**src/rtl/a429_bt_pkg.sv**
```systemverilog
package a429_bt_pkg;
  typedef enum logic {
    ST_GAP = 1'b0,
    ST_RUN = 1'b1
  } rx_state_e;
endpackage

```
**src/rtl/a429_bt_tick.sv**
```systemverilog
module a429_bt_tick #(
  parameter int DIV = 8
) (
  input  logic clk_i,
  input  logic rst_ni,
  input  logic low_speed_i,
  output logic tick_o
);
  localparam int W = $clog2(DIV);
  logic [W-1:0] cnt;

  always_ff @(posedge clk_i or negedge rst_ni) begin
    if (!rst_ni)                 cnt <= '0;
    else if (!low_speed_i)       cnt <= '0;
    else if (cnt == W'(DIV - 1)) cnt <= '0;
    else                         cnt <= cnt + 1'b1;
  end

  assign tick_o = !low_speed_i || (cnt == W'(DIV - 1));
endmodule

```
**src/rtl/a429_bt_lvl_sr.sv**
```systemverilog
module a429_bt_lvl_sr #(
  parameter int LEN = 10,
  parameter int RUN = 3
) (
  input  logic clk_i,
  input  logic rst_ni,
  input  logic tick_i,
  input  logic smp_i,
  output logic lo_run_o,
  output logic hi_run_o
);
  logic [LEN-1:0] sr;

  always_ff @(posedge clk_i or negedge rst_ni) begin
    if (!rst_ni)     sr <= '0;
    else if (tick_i) sr <= {sr[LEN-2:0], smp_i};
  end

  // bit 0 newest
  assign lo_run_o = &sr[RUN-1:0];
  assign hi_run_o = &sr[LEN-1:LEN-RUN];
endmodule

```
**src/rtl/a429_bt_gap.sv**
```systemverilog
module a429_bt_gap #(
  parameter int PER  = 10,
  parameter int NEED = 3
) (
  input  logic clk_i,
  input  logic rst_ni,
  input  logic tick_i,
  input  logic active_i,
  input  logic hit_i,
  output logic armed_o
);
  localparam int PW = $clog2(PER);
  localparam int CW = $clog2(NEED + 1);
  logic [PW-1:0] ph;
  logic [CW-1:0] cnt;

  always_ff @(posedge clk_i or negedge rst_ni) begin
    if (!rst_ni) begin
      ph  <= '0;
      cnt <= '0;
    end else if (!active_i) begin
      ph  <= '0;
      cnt <= '0;
    end else if (tick_i) begin
      if (ph == PW'(PER - 1)) begin
        ph <= '0;
        if (!hit_i)                  cnt <= '0;
        else if (cnt != CW'(NEED))   cnt <= cnt + 1'b1;
      end else begin
        ph <= ph + 1'b1;
      end
    end
  end

  assign armed_o = (cnt == CW'(NEED));
endmodule

```
**src/rtl/a429_bit_timer.sv**
```systemverilog
module a429_bit_timer
  import a429_bt_pkg::*;
#(
  parameter int SR_LEN    = 10,
  parameter int RUN_LEN   = 3,
  parameter int SPC_MIN   = 8,
  parameter int SPC_MAX   = 12,
  parameter int GAP_PER   = 10,
  parameter int GAP_NEED  = 3,
  parameter int LS_DIV    = 8,
  parameter int WORD_BITS = 32
) (
  input  logic clk_i,
  input  logic rst_ni,
  input  logic low_speed_i,
  input  logic one_i,
  input  logic zero_i,
  input  logic null_i,
  output logic bit_vld_o,
  output logic bit_o,
  output logic err_o
);
  localparam int SW = $clog2(SPC_MAX + 2);
  localparam int BW = $clog2(WORD_BITS + 1);
  localparam int NL = 3;

  logic          tick;
  logic [NL-1:0] smp, lo_run, hi_run;
  logic          armed;
  rx_state_e     state;
  logic [BW-1:0] bit_cnt;
  logic [SW-1:0] spc;
  logic          pend, pval;
  logic          run_tick, in_word, accept, spc_bad, null_miss, late, fault, good;

  a429_bt_tick #(.DIV(LS_DIV)) u_tick (
    .clk_i(clk_i), .rst_ni(rst_ni), .low_speed_i(low_speed_i), .tick_o(tick)
  );

  // index 0 ONE, 1 ZERO, 2 NULL
  assign smp = {null_i, zero_i, one_i};

  for (genvar g = 0; g < NL; g++) begin : g_lvl
    a429_bt_lvl_sr #(.LEN(SR_LEN), .RUN(RUN_LEN)) u_sr (
      .clk_i(clk_i), .rst_ni(rst_ni), .tick_i(tick), .smp_i(smp[g]),
      .lo_run_o(lo_run[g]), .hi_run_o(hi_run[g])
    );
  end

  a429_bt_gap #(.PER(GAP_PER), .NEED(GAP_NEED)) u_gap (
    .clk_i(clk_i), .rst_ni(rst_ni), .tick_i(tick),
    .active_i(state == ST_GAP), .hit_i(lo_run[2] & hi_run[2]),
    .armed_o(armed)
  );

  always_comb begin
    run_tick  = tick && (state == ST_RUN);
    in_word   = (bit_cnt != '0);
    accept    = run_tick && pend && lo_run[2];
    spc_bad   = in_word && ((spc < SW'(SPC_MIN)) || (spc > SW'(SPC_MAX)));
    // level aged to the top of the window with no trailing null
    null_miss = run_tick && pend && (hi_run[0] || hi_run[1]) && !lo_run[2];
    late      = run_tick && in_word && !accept && (spc > SW'(SPC_MAX));
    fault     = (accept && spc_bad) || null_miss || late;
    good      = accept && !spc_bad;
  end

  always_ff @(posedge clk_i or negedge rst_ni) begin
    if (!rst_ni) begin
      state     <= ST_GAP;
      bit_cnt   <= '0;
      spc       <= '0;
      pend      <= 1'b0;
      pval      <= 1'b0;
      bit_vld_o <= 1'b0;
      bit_o     <= 1'b0;
      err_o     <= 1'b0;
    end else begin
      bit_vld_o <= good;
      err_o     <= fault;
      if (good) bit_o <= pval;
      if (state == ST_GAP) begin
        pend    <= 1'b0;
        bit_cnt <= '0;
        if (armed) state <= ST_RUN;
      end else if (fault) begin
        state   <= ST_GAP;
        pend    <= 1'b0;
        bit_cnt <= '0;
      end else if (tick) begin
        if (good) begin
          spc  <= SW'(1);
          pend <= 1'b0;
          if (bit_cnt == BW'(WORD_BITS - 1)) begin
            bit_cnt <= '0;
            state   <= ST_GAP;
          end else begin
            bit_cnt <= bit_cnt + 1'b1;
          end
        end else begin
          if (spc <= SW'(SPC_MAX)) spc <= spc + 1'b1;
          if (!pend && (lo_run[0] || lo_run[1])) begin
            pend <= 1'b1;
            pval <= lo_run[0];
          end
        end
      end
    end
  end
endmodule

```
**config.mk**
```make
export PLATFORM = sky130hd
export DESIGN_NAME = a429_bit_timer
export DESIGN_NICKNAME = d
export VERILOG_FILES = /design/src/rtl/a429_bt_pkg.sv /design/src/rtl/a429_bt_tick.sv /design/src/rtl/a429_bt_lvl_sr.sv /design/src/rtl/a429_bt_gap.sv /design/src/rtl/a429_bit_timer.sv
export SDC_FILE = /design/constraint.sdc
export NUM_CORES = 1
export LEC_CHECK = 0
export BUFFER_PORTS_ARGS = -buffer_cell sky130_fd_sc_hd__buf_4
export CORE_MARGIN = 3
export CORE_UTILIZATION = 49
export CTS_CLUSTER_DIAMETER = 30
export DETAILED_ROUTE_END_ITERATION = 8
export PLACE_DENSITY = 0.76
export RECOVER_POWER = 100
export SLEW_MARGIN = 0
export SYNTH_ARGS = -nofsm -noshare
export SYNTH_HDL_FRONTEND = slang
export SYNTH_SLANG_ARGS = --single-unit
```
**constraint.sdc**
```tcl
create_clock -name clk_i -period 3.1 [get_ports clk_i]
set_input_delay 0 -clock clk_i [delete_from_list [all_inputs] [get_ports clk_i]]
set_output_delay 0 -clock clk_i [all_outputs]
set_load 0.05 [all_outputs]
```
==> impl_metrics.py <==
metrics = {
    "cells_and_area": {
        "area_delta_synth_final_pct": 10.3,
        "final_layout_size_suffix_gt1_share_pct": 7.51,
        "nets": 305,
        "n_fill_cell": 464,
        "n_antenna_cell": 0,
        "final_area_um2": 2810,
    },
    "routing": {
        "routed_via_density": 5.17,
        "drtIter0Drc": 91,
        "topRoutingLayerUsed": "met4",
        "dr_total_vias": 1861,
        "first_pass_iters": 4,
        "wl_mm": 4.53,
        "drt-met1-wl_mm": 2.23,
        "ant_nets": 0,
        "routed-wl-met3_um": 124,
        "wire_per_inst_um": 12.6,
        "drcViolationCount": 0,
        "dr_wl_met2_mm": 2.10,
    },
    "timing": {
        "slew_headroom_pct": 7.91,
        "setup_viol": 0,
        "grt_setup_unrepaired": "no",
        "fin_crit_ps": 2630,
        "fin_tns_setup_ps": 0,
        "finalHoldViolations": 0,
        "period_share_pct": 84.7,
        "fin_worst_skew_ps": 4.43,
        "tightest_slew_ps": 1380,
        "fmax_ghz": 0.381,
        "finalMaxSlewViolations": 0,
    },
    "global_route": {
        "grt_pass1_vias": 1779,
        "grt_max_degree": 56,
        "grt.total_usage_pct": 16.4,
        "overflow": 0,
        "antenna_found_initial": 0,
        "grt_first_pass_wirelength_mm": 8.07,
    },
    "clocking": {
        "cts.sinks": 55,
        "cts_hold_buf": 5,
        "cts_tree": "done",
        "cts-root-buf": "clkbuf_8",
        "cts_buffers": 5,
        "cts_resized": 0,
        "clk_pin_slew_ps": 90,
        "post_cts_buffers": 0,
        "clk_latency_ps": 310,
        "ctsHtreeMaxLevel": 2,
        "clock_path_buffers": 2,
    },
    "synthesis": {
        "synth_seq_area_share_pct": 54.1,
        "syn_inst": 281,
        "netlist_area_um2": 2540,
        "yosys_warnings": 0,
        "async_flop_share_pct": 100,
        "avgSynthCellArea_um2": 9.05,
        "synth.ff_latch_count": 55,
        "synth_nets": 294,
        "yosys.cell_types.count": 41,
        "ys.flop_type": "dfrtp_1",
        "synth_edf_count": 0,
    },
    "setup_path": {
        "path_buf_inv": 2,
        "worstSetupEndpointType": "register",
        "path_class": "reg2reg",
        "cp_slowest_cell": "or4_1",
        "path_max_fanout": 14,
        "arrival_ps": 2860,
        "critPathTopFamily": "simple AND/OR/NAND/NOR gates",
        "worstPathRequired_ps": 3330,
        "max_stage_delay_ps": 510,
        "startpoint_type": "register",
        "path_cells": "inv_1, ha_1, nor4b_1, a21oi_1, a21oi_2, a2bb2oi_4, inv_2, or4_1, a31oi_1",
    },
    "pwr": {
        "power.leakage_nw": 1.37,
        "ir_drop_mv": 0.419,
        "pwr_density_cell_nw_per_um2": 640,
        "p_total_mw": 1.80,
    },
    "placement": {
        "port_buffers": 8,
        "post_dp_cell_area_um2": 2660,
        "gp_congestion": 0.820,
        "dp_hpwl_mm": 3.04,
    },
    "die": {
        "io_pins": 9,
        "die_area_um2": 6090,
        "rows": 25,
        "die_h_um": 78.1,
        "coreArea_um2": 4880,
        "die_w_um": 78.1,
        "start_util_pct": 52.1,
    },
    "status": {
        "outcome": "completed",
    },
    "run": {
        "max-cap-violations": 0,
    },
    "worst_hold_path": {
        "hold_class": "in2reg",
    },
}
==> cells in the final DEF (no fill, tap or decap), drive strengths merged, types with 2 or more instances in the layout <==
master,count
or2,2
a21oi,9
nand2b,2
nor3,3
buf,5
mux2,2
nor2,11
a22o,2
inv,11
dfrtp,55
nor4b,2
and2,3
nand4,2
nand3,15
and3,2
nor2b,6
nor3b,4
mux2i,2
nand2,104
a31oi,5
ha,7
o21ai,7
dlygate4sd3,5
clkbuf,11
==> layout make-up <==
type                    instances  area (um^2)  share of cell area, %
clock buffers                   6         82.6                   2.94
clock inverters                 2         35.0                   1.25
inverters                      11         41.3                   1.47
multi-input cells             204         1080                   38.4
flip-flops and latches         55         1380                   49.1
well taps                      67         83.8                   2.99
repair buffers                 15          108                   3.84
==> synth_stat cells, drive strengths merged (3+ instances only) <==
library cell,count,area [um^2]
o21ai,7,35.0
nand3,15,75.1
a21oi,9,48.8
nor3,3,15.0
nor2,11,41.3
inv,11,41.3
nor3b,4,30.0
nand2,104,390
and2,3,18.8
dfrtp,55,1380
a31oi,5,37.5
ha,7,87.6
clkbuf,8,30.0
nor2b,6,37.5
buf,3,11.3
==> flip-flops by register name (all words and copies together) (netlist names) <==
register,cells
g_lvl.u_sr.sr,30
pval,1
spc,4
err_o,1
bit_vld_o,1
u_gap.ph,4
state,1
u_tick.cnt,3
bit_cnt,6
pend,1
u_gap.cnt,2
bit_o,1
==> power by group <==
part / internal (mW) / switching (mW) / total, mW
Clock: 0.261 / 0.224 / 0.485
Sequential: 0.835 / 0.119 / 0.954
Combinational: 0.159 / 0.198 / 0.357
==> cell families (layout without fill, tap and decap cells) <==
| logic type | count (synthesis) | in the layout | synth area share (%) |
|---|---|---|---|
| simple gates | 161 | 161 | 28.4 |
| compound gates | 30 | 30 | 8.46 |
| fa+ha+maj | 7 | 7 | 3.44 |
| flops | 55 | 55 | 54.1 |
| xor+xnor | 2 | 2 | 0.689 |
| buf+inv | 22 | 34 | 3.25 |
| mux | 4 | 4 | 1.67 |
==> final timing paths <==
path                                     from  slack (ps)  depth (start not counted)                  end
worst max register to register     bit_cnt[0]         470                          9           bit_cnt[4]
worst max-delay path               bit_cnt[0]         470                          9           bit_cnt[4]
min in group asynchronous              rst_ni         510                          2            bit_vld_o
worst min-delay path                   null_i         440                          4  g_lvl[2].u_sr.sr[0]
max in group asynchronous              rst_ni        1790                          2           bit_cnt[1]
worst min register to register  u_tick.cnt[0]         440                          1        u_tick.cnt[0]
==> per-layer routing <==
metal	GRT usage, %	vias to the layer above
met5	0	-
met4	5.24	0
met3	3.78	11
met2	26.3	21
met1	22.0	884
li1	-	945
==> metrics by stage <==
step / hold WS, ps / instances / setup slack (ps) / utilization [%]
2_1_floorplan: -296 / 281 / 838 / -
3_3_place_gp: 86.0 / 347 / 715 / 54.6
3_5_place_dp: 90.7 / 347 / 659 / 54.6
4_1_cts: 300 / 360 / 642 / 58.0
5_1_grt: 454 / 360 / 254 / 57.5
6_report: 436 / 360 / 474 / 57.5
==> worst register-to-register path: stages, from the launching register on <==
cell	delay, ps
dfrtp_1	440
inv_1	80
ha_1	130
nor4b_1	440
a21oi_1	160
a21oi_2	190
a2bb2oi_4	370
inv_2	90
or4_1	510
a31oi_1	160
(Power assumes the default switching activity.)
